File: src/rtl/huff_pkg.sv
package huff_pkg;
  typedef enum logic [1:0] {RD_IDLE, RD_REQ, RD_WAIT} rd_state_e;
  typedef enum logic [2:0] {
    W_IDLE, W_ROOT, W_IN, W_CHILD, W_WCHR, W_WNIL
  } walk_state_e;
endpackage

File: src/rtl/huff_rd_port.sv
module huff_rd_port #(
  parameter int AW = 9,
  parameter int DW = 19
) (
  input  logic          clk,
  input  logic          rst_n,
  input  logic          issue,
  input  logic [AW-1:0] issue_addr,
  output logic          rq_valid,
  input  logic          rq_ready,
  output logic [AW-1:0] rq_addr,
  input  logic [DW-1:0] rd_data,
  output logic          resp_valid,
  output logic [DW-1:0] resp_data
);
  import huff_pkg::*;
  rd_state_e st;
  logic [AW-1:0] addr_q;

  always_ff @(posedge clk or negedge rst_n) begin
    if (!rst_n) begin
      st     <= RD_IDLE;
      addr_q <= '0;
    end else if (issue) begin
      st     <= RD_REQ;
      addr_q <= issue_addr;
    end else begin
      case (st)
        RD_REQ:  if (rq_ready) st <= RD_WAIT;
        RD_WAIT: st <= RD_IDLE;
        default: st <= RD_IDLE;
      endcase
    end
  end

  assign rq_valid   = (st == RD_REQ);
  assign rq_addr    = addr_q;
  assign resp_valid = (st == RD_WAIT);
  assign resp_data  = rd_data;
endmodule

File: src/rtl/huff_out_writer.sv
module huff_out_writer #(
  parameter int AW = 10,
  parameter int CW = 8
) (
  input  logic          clk,
  input  logic          rst_n,
  input  logic          load,
  input  logic [AW-1:0] load_base,
  input  logic          cmd_valid,
  input  logic          cmd_nil,
  input  logic [CW-1:0] cmd_char,
  output logic          wr_valid,
  input  logic          wr_ready,
  output logic [AW-1:0] wr_addr,
  output logic [AW+CW:0] wr_data,
  output logic          accepted,
  output logic [AW-1:0] head
);
  localparam int NW = 1 + CW + AW;
  logic          pend_q;
  logic [AW-1:0] ptr_q, head_q, ptr_n;
  logic [NW-1:0] data_q;

  assign ptr_n = ptr_q + 1'b1;

  always_ff @(posedge clk or negedge rst_n) begin
    if (!rst_n) begin
      pend_q <= 1'b0;
      ptr_q  <= '0;
      head_q <= '0;
      data_q <= '0;
    end else if (load) begin
      pend_q <= 1'b0;
      ptr_q  <= load_base;
      head_q <= load_base;
    end else if (cmd_valid) begin
      pend_q <= 1'b1;
      data_q <= cmd_nil ? '0 : {1'b1, cmd_char, ptr_n};
    end else if (pend_q && wr_ready) begin
      pend_q <= 1'b0;
      ptr_q  <= ptr_n;
    end
  end

  assign wr_valid = pend_q;
  assign wr_addr  = ptr_q;
  assign wr_data  = data_q;
  assign accepted = pend_q && wr_ready;
  assign head     = head_q;
endmodule

File: src/rtl/huff_walk_ctrl.sv
module huff_walk_ctrl #(
  parameter int TREE_AW = 9,
  parameter int CHAR_W  = 8,
  parameter int IN_AW   = 12
) (
  input  logic                   clk,
  input  logic                   rst_n,
  input  logic                   start,
  input  logic [TREE_AW-1:0]     root_ptr,
  input  logic [IN_AW-1:0]       in_head,
  output logic                   tree_issue,
  output logic [TREE_AW-1:0]     tree_addr,
  input  logic                   tree_resp,
  input  logic [2*TREE_AW:0]     tree_data,
  output logic                   in_issue,
  output logic [IN_AW-1:0]       in_addr,
  input  logic                   in_resp,
  input  logic [IN_AW+1:0]       in_data,
  output logic                   wcmd_valid,
  output logic                   wcmd_nil,
  output logic [CHAR_W-1:0]      wcmd_char,
  input  logic                   w_accepted,
  output logic                   load_out,
  output logic                   busy,
  output logic                   done,
  output logic                   bad_code
);
  import huff_pkg::*;
  localparam int TNW = 1 + 2*TREE_AW;
  localparam int INW = 2 + IN_AW;

  walk_state_e st;
  logic [TREE_AW-1:0] root_l, root_r, cur_l, cur_r;
  logic [IN_AW-1:0]   in_ptr;
  logic               partial, done_q, bad_q;

  logic               t_leaf, i_cons, i_bit;
  logic [TREE_AW-1:0] t_left, t_right;
  logic [IN_AW-1:0]   i_next;

  assign t_leaf  = tree_data[TNW-1];
  assign t_left  = tree_data[2*TREE_AW-1:TREE_AW];
  assign t_right = tree_data[TREE_AW-1:0];
  assign i_cons  = in_data[INW-1];
  assign i_bit   = in_data[IN_AW];
  assign i_next  = in_data[IN_AW-1:0];

  always_comb begin
    tree_issue = 1'b0;
    tree_addr  = root_ptr;
    in_issue   = 1'b0;
    in_addr    = in_ptr;
    wcmd_valid = 1'b0;
    wcmd_nil   = 1'b0;
    wcmd_char  = tree_data[CHAR_W-1:0];
    load_out   = 1'b0;
    case (st)
      W_IDLE: if (start) begin
        tree_issue = 1'b1;
        load_out   = 1'b1;
      end
      W_ROOT: if (tree_resp) in_issue = 1'b1;
      W_IN: if (in_resp) begin
        if (i_cons) begin
          tree_issue = 1'b1;
          tree_addr  = i_bit ? cur_r : cur_l;
        end else begin
          wcmd_valid = 1'b1;
          wcmd_nil   = 1'b1;
        end
      end
      W_CHILD: if (tree_resp) begin
        if (t_leaf) wcmd_valid = 1'b1;
        else        in_issue   = 1'b1;
      end
      W_WCHR: if (w_accepted) in_issue = 1'b1;
      default: ;
    endcase
  end

  always_ff @(posedge clk or negedge rst_n) begin
    if (!rst_n) begin
      st      <= W_IDLE;
      root_l  <= '0;
      root_r  <= '0;
      cur_l   <= '0;
      cur_r   <= '0;
      in_ptr  <= '0;
      partial <= 1'b0;
      done_q  <= 1'b0;
      bad_q   <= 1'b0;
    end else begin
      case (st)
        W_IDLE: if (start) begin
          in_ptr  <= in_head;
          partial <= 1'b0;
          done_q  <= 1'b0;
          bad_q   <= 1'b0;
          st      <= W_ROOT;
        end
        W_ROOT: if (tree_resp) begin
          root_l <= t_left;
          root_r <= t_right;
          cur_l  <= t_left;
          cur_r  <= t_right;
          st     <= W_IN;
        end
        W_IN: if (in_resp) begin
          if (i_cons) begin
            in_ptr <= i_next;
            st     <= W_CHILD;
          end else begin
            st <= W_WNIL;
          end
        end
        W_CHILD: if (tree_resp) begin
          if (t_leaf) begin
            cur_l   <= root_l;
            cur_r   <= root_r;
            partial <= 1'b0;
            st      <= W_WCHR;
          end else begin
            cur_l   <= t_left;
            cur_r   <= t_right;
            partial <= 1'b1;
            st      <= W_IN;
          end
        end
        W_WCHR: if (w_accepted) st <= W_IN;
        W_WNIL: if (w_accepted) begin
          done_q <= 1'b1;
          bad_q  <= partial;
          st     <= W_IDLE;
        end
        default: st <= W_IDLE;
      endcase
    end
  end

  assign busy     = (st != W_IDLE);
  assign done     = done_q;
  assign bad_code = bad_q;
endmodule

File: src/rtl/huff_decoder.sv
module huff_decoder #(
  parameter int TREE_AW = 9,
  parameter int CHAR_W  = 8,
  parameter int IN_AW   = 12,
  parameter int OUT_AW  = 10
) (
  input  logic                      clk,
  input  logic                      rst_n,
  input  logic                      start,
  input  logic [TREE_AW-1:0]        root_ptr,
  input  logic [IN_AW-1:0]          in_head,
  input  logic [OUT_AW-1:0]         out_base,
  output logic                      busy,
  output logic                      done,
  output logic                      bad_code,
  output logic [OUT_AW-1:0]         out_head,
  output logic                      tree_rd_valid,
  input  logic                      tree_rd_ready,
  output logic [TREE_AW-1:0]        tree_rd_addr,
  input  logic [2*TREE_AW:0]        tree_rd_data,
  output logic                      in_rd_valid,
  input  logic                      in_rd_ready,
  output logic [IN_AW-1:0]          in_rd_addr,
  input  logic [IN_AW+1:0]          in_rd_data,
  output logic                      out_wr_valid,
  input  logic                      out_wr_ready,
  output logic [OUT_AW-1:0]         out_wr_addr,
  output logic [OUT_AW+CHAR_W:0]    out_wr_data
);
  localparam int TNW = 1 + 2*TREE_AW;
  localparam int INW = 2 + IN_AW;

  logic               t_issue, t_resp, i_issue, i_resp;
  logic [TREE_AW-1:0] t_addr;
  logic [IN_AW-1:0]   i_addr;
  logic [TNW-1:0]     t_data;
  logic [INW-1:0]     i_data;
  logic               wc_valid, wc_nil, w_acc, ld_out;
  logic [CHAR_W-1:0]  wc_char;

  huff_walk_ctrl #(.TREE_AW(TREE_AW), .CHAR_W(CHAR_W), .IN_AW(IN_AW)) ctrl_i (
    .clk(clk), .rst_n(rst_n), .start(start), .root_ptr(root_ptr), .in_head(in_head),
    .tree_issue(t_issue), .tree_addr(t_addr), .tree_resp(t_resp), .tree_data(t_data),
    .in_issue(i_issue), .in_addr(i_addr), .in_resp(i_resp), .in_data(i_data),
    .wcmd_valid(wc_valid), .wcmd_nil(wc_nil), .wcmd_char(wc_char), .w_accepted(w_acc),
    .load_out(ld_out), .busy(busy), .done(done), .bad_code(bad_code)
  );

  huff_rd_port #(.AW(TREE_AW), .DW(TNW)) tree_port_i (
    .clk(clk), .rst_n(rst_n), .issue(t_issue), .issue_addr(t_addr),
    .rq_valid(tree_rd_valid), .rq_ready(tree_rd_ready), .rq_addr(tree_rd_addr),
    .rd_data(tree_rd_data), .resp_valid(t_resp), .resp_data(t_data)
  );

  huff_rd_port #(.AW(IN_AW), .DW(INW)) in_port_i (
    .clk(clk), .rst_n(rst_n), .issue(i_issue), .issue_addr(i_addr),
    .rq_valid(in_rd_valid), .rq_ready(in_rd_ready), .rq_addr(in_rd_addr),
    .rd_data(in_rd_data), .resp_valid(i_resp), .resp_data(i_data)
  );

  huff_out_writer #(.AW(OUT_AW), .CW(CHAR_W)) writer_i (
    .clk(clk), .rst_n(rst_n), .load(ld_out), .load_base(out_base),
    .cmd_valid(wc_valid), .cmd_nil(wc_nil), .cmd_char(wc_char),
    .wr_valid(out_wr_valid), .wr_ready(out_wr_ready), .wr_addr(out_wr_addr),
    .wr_data(out_wr_data), .accepted(w_acc), .head(out_head)
  );
endmodule

File: config.mk
export PLATFORM = sky130hd
export DESIGN_NAME = huff_decoder
export DESIGN_NICKNAME = d
export VERILOG_FILES = /design/src/rtl/huff_pkg.sv /design/src/rtl/huff_rd_port.sv /design/src/rtl/huff_out_writer.sv /design/src/rtl/huff_walk_ctrl.sv /design/src/rtl/huff_decoder.sv
export SDC_FILE = /design/constraint.sdc
export NUM_CORES = 1
export LEC_CHECK = 0
export ABC_AREA = 1
export ABC_CLOCK_PERIOD_IN_PS = 2060
export CAP_MARGIN = 20
export CORE_MARGIN = 2
export CORE_UTILIZATION = 52
export CTS_BUF_LIST = sky130_fd_sc_hd__clkbuf_4 sky130_fd_sc_hd__clkbuf_8
export CTS_CLUSTER_SIZE = 14
export DETAILED_ROUTE_END_ITERATION = 10
export GPL_TIMING_DRIVEN = 1
export PLACE_DENSITY_LB_ADDON = 0.12
export SLEW_MARGIN = 20
export SYNTH_ARGS = -nofsm -noshare
export SYNTH_HDL_FRONTEND = slang
export SYNTH_HIERARCHICAL = 1
export SYNTH_SLANG_ARGS = --single-unit
File: constraint.sdc
create_clock -name clk -period 2.06 [get_ports clk]
set_input_delay 0.412 -clock clk [delete_from_list [all_inputs] [get_ports clk]]
set_output_delay 0.412 -clock clk [all_outputs]
set_load 0.01 [all_outputs]
==> impl_metrics.json <==
{
  "grt_overflow": 0,
  "grt_pass1_vias": 4883,
  "finalCritPeriodShare_pct": 95.7,
  "syn_nets": 806,
  "place.gp.congestion": 0.830,
  "yosysWarnings": 6,
  "die_w_um": 111,
  "placed_area_um2": 7220,
  "synthDistinctLibCells": 34,
  "cts_tree": "yes",
  "viasPerCell": 4.94,
  "track_usage_pct": 22.9,
  "multi_input_area_um2": 2140,
  "gr-usage-met3_pct": 7.00,
  "r2r_start": "ctrl_i/st[0]$_DFFE_PN0P_",
  "cts_made_buffers": 17,
  "syn-cell-area_um2": 5930,
  "yosys-top-cells-area": "dfrtp_1 50%, nand2_1 17%, buf_4 6.2%",
  "path_max_fanout": 3,
  "clk_pin_slew_ps": 60,
  "rsz0062_at_grt": "false",
  "grt_start_max_net_pins": 53,
  "reg2reg_slack_ps": 170,
  "fmax_mhz": 507,
  "ys_async_sr_fraction_pct": 100,
  "io_buffers": 135,
  "synth_edf_count": 0,
  "die_area_um2": 12300,
  "use_met2_pct": 37.3,
  "wirelength_um": 13600,
  "antenna_cells": 0,
  "synth_ff_type": "dfrtp_1",
  "clk_path_buf_depth": 2,
  "setup_violations": 0,
  "drc_errors": 0,
  "start_kind": "register",
  "hold_path.class": "input port to async pin",
  "nets": 920,
  "status": "finished, final reports clean",
  "seq_area_um2": 2980,
  "final_area_um2": 7650,
  "synth_top_area_share_pct": 50.3,
  "end_kind": "primary output",
  "worst_slew_pin_slew_ps": 393,
  "cts-root-buf": "clkbuf_8",
  "ys_seq_elements": 119,
  "worstSetupPathType": "register to primary output",
  "busiest_layer": "met2",
  "first_pass_iters": 5,
  "met1_usage_pct": 29.0,
  "crit_arrival_ps": 1560,
  "final_util_pct": 69.6,
  "antenna_left": 0,
  "area_growth_pct": 29.1,
  "yosys.area.top_type": "dfrtp_1",
  "drv_slew": 0,
  "clock_sinks": 119,
  "drive_gt1_share_pct": 10.5,
  "fp.dieH_um": 111,
  "seq_area_frac_synth_pct": 50.3,
  "maxCapViolCount": 0,
  "fin_worst_skew_ps": 8.39,
  "clk_latency_ps": 430,
  "dp_hpwl_um": 9730,
  "worstReg2RegEnd": "writer_i/wr_addr[6]$_DFFE_PN0P_",
  "wl_per_cell_um": 13.6,
  "p_per_area_nw_per_um2": 1450,
  "slew-limit-headroom_pct": 73.7,
  "hold_slack_ps": 441,
  "hold_viol_final": 0,
  "start_util_pct": 54.0,
  "final_common_cell": "nand2_1",
  "fin_crit_ps": 1970,
  "required_ps": 1650,
  "r2r_cells": 10,
  "power.total_w": 0.0111,
  "synth.avg_cell_area_um2": 8.06,
  "rows": 38,
  "vias": 4949,
  "cts-htree-levels": 4,
  "final_cell_mix": "273 x nand2_1, 133 x clkdlybuf4s50_1, 116 x dfrtp_1, 73 x inv_1, 42 x nor2_1",
  "leakagePower_nw": 3.85,
  "ir_worst_vdd_uv": 861,
  "netlist_instances": 735,
  "antenna_found_initial": 0,
  "grt_pass1_wl_um": 22800,
  "core_area_um2": 11000,
  "pin_count": 136,
  "dr.first_iter.drc_count": 352,
  "fillerInstances": 916
}
==> cells by family (layout without fill, tap and decap cells) <==
family                   count (synthesis)  count (layout)  share of synthesized area (%)
adder cells (fa/ha/maj)                  1               1                          0.211
flip-flops                             119             119                           50.3
AO/OA/AOI/OAI                          102             102                           10.5
buffers and inverters                  150             276                           13.8
AND/OR/NAND/NOR                        360             360                           24.8
XOR/XNOR                                 3               3                          0.443
==> final cells by class <==
type                            instances  area share [%]
Sequential cell                       119            39.0
Multi-Input combinational cell        466            28.0
Timing Repair Buffer                  166            21.7
Inverter                               79            3.91
Clock buffer                           22            3.71
Tap cell                              140            2.29
Clock inverter                          9            1.33
==> timing repair <==
action	CTS	global route
endpoints found under the hold margin	24	0
resized for setup	4	5
endpoints found under the setup margin	1	12
setup buffers	2	0
hold buffers	1	0
==> report_power, final <==
group	internal, W	leakage [nW]	total (W)	switching [W]
Combinational	0.00238	2.19	0.00494	0.00256
Sequential	0.00343	1.45	0.00409	0.000669
Clock	0.00116	0.202	0.00205	0.000889
==> through the flow <==
step	TNS (ps)	setup slack [ps]	std cells
2_1_floorplan	0	212	735
3_3_place_gp	-1750	-113	967
3_5_place_dp	-2220	-144	967
4_1_cts	0	39.1	1001
5_1_grt	0	5.12	1001
6_report	0	88.7	1001
==> state kept, by name, summed over array words and instances, names as in the netlist <==
| name | count |
|---|---|
| ctrl_i/root_r | 9 |
| ctrl_i/done | 1 |
| writer_i/head | 10 |
| ctrl_i/cur_r | 9 |
| writer_i/wr_addr | 10 |
| in_port_i/rq_addr | 12 |
| ctrl_i/bad_code | 1 |
| ctrl_i/cur_l | 9 |
| ctrl_i/st | 3 |
| tree_port_i/rq_addr | 9 |
| ctrl_i/root_l | 9 |
| tree_port_i/st | 2 |
| in_port_i/st | 2 |
| ctrl_i/in_addr | 12 |
| ctrl_i/partial | 1 |
| writer_i/wr_valid | 1 |
| writer_i/wr_data | 19 |
==> critical path, stage by stage, from the launching register on <==
cell and delay, ps:
dfrtp_1 360, inv_1 100, nand2_1 80, inv_1 60, clkdlybuf4s50_1 540
==> layer usage <==
metal / vias to the layer above / wire length [um]
li1: 2481 / -
met5: - / 0
met3: 19 / 825
met1: 2309 / 5940
met4: 0 / 235
met2: 140 / 6570
==> Yosys cell counts, drive strengths merged, types with 3 or more instances <==
master and n:
nand2 277, dfrtp 119, inv 79, buf 64, nor2 52, o21ai 36
nand3 25, a21oi 22, o22ai 18, a22o 10, o21a 10, clkbuf 7
nor3 3, xor2 3
==> worst max path at each step <==
stage | cells past startpoint | to | start | slack, ps
after floorplan | 9 | writer_i/wr_data[17]$_DFFE_PN0P_ | ctrl_i/st[2]$_DFFE_PN0P_ | 210
after global placement | 12 | writer_i/wr_addr[6]$_DFFE_PN0P_ | out_wr_ready | -110
after detailed placement | 12 | writer_i/wr_addr[6]$_DFFE_PN0P_ | out_wr_ready | -140
after CTS | 3 | busy | ctrl_i/st[1]$_DFFE_PN0P_ | 40
after global routing | 4 | tree_rd_valid | tree_port_i/st[1]$_DFFE_PN0P_ | 5
final | 4 | tree_rd_valid | tree_port_i/st[1]$_DFFE_PN0P_ | 90
Power figures use the tool's default switching activity.
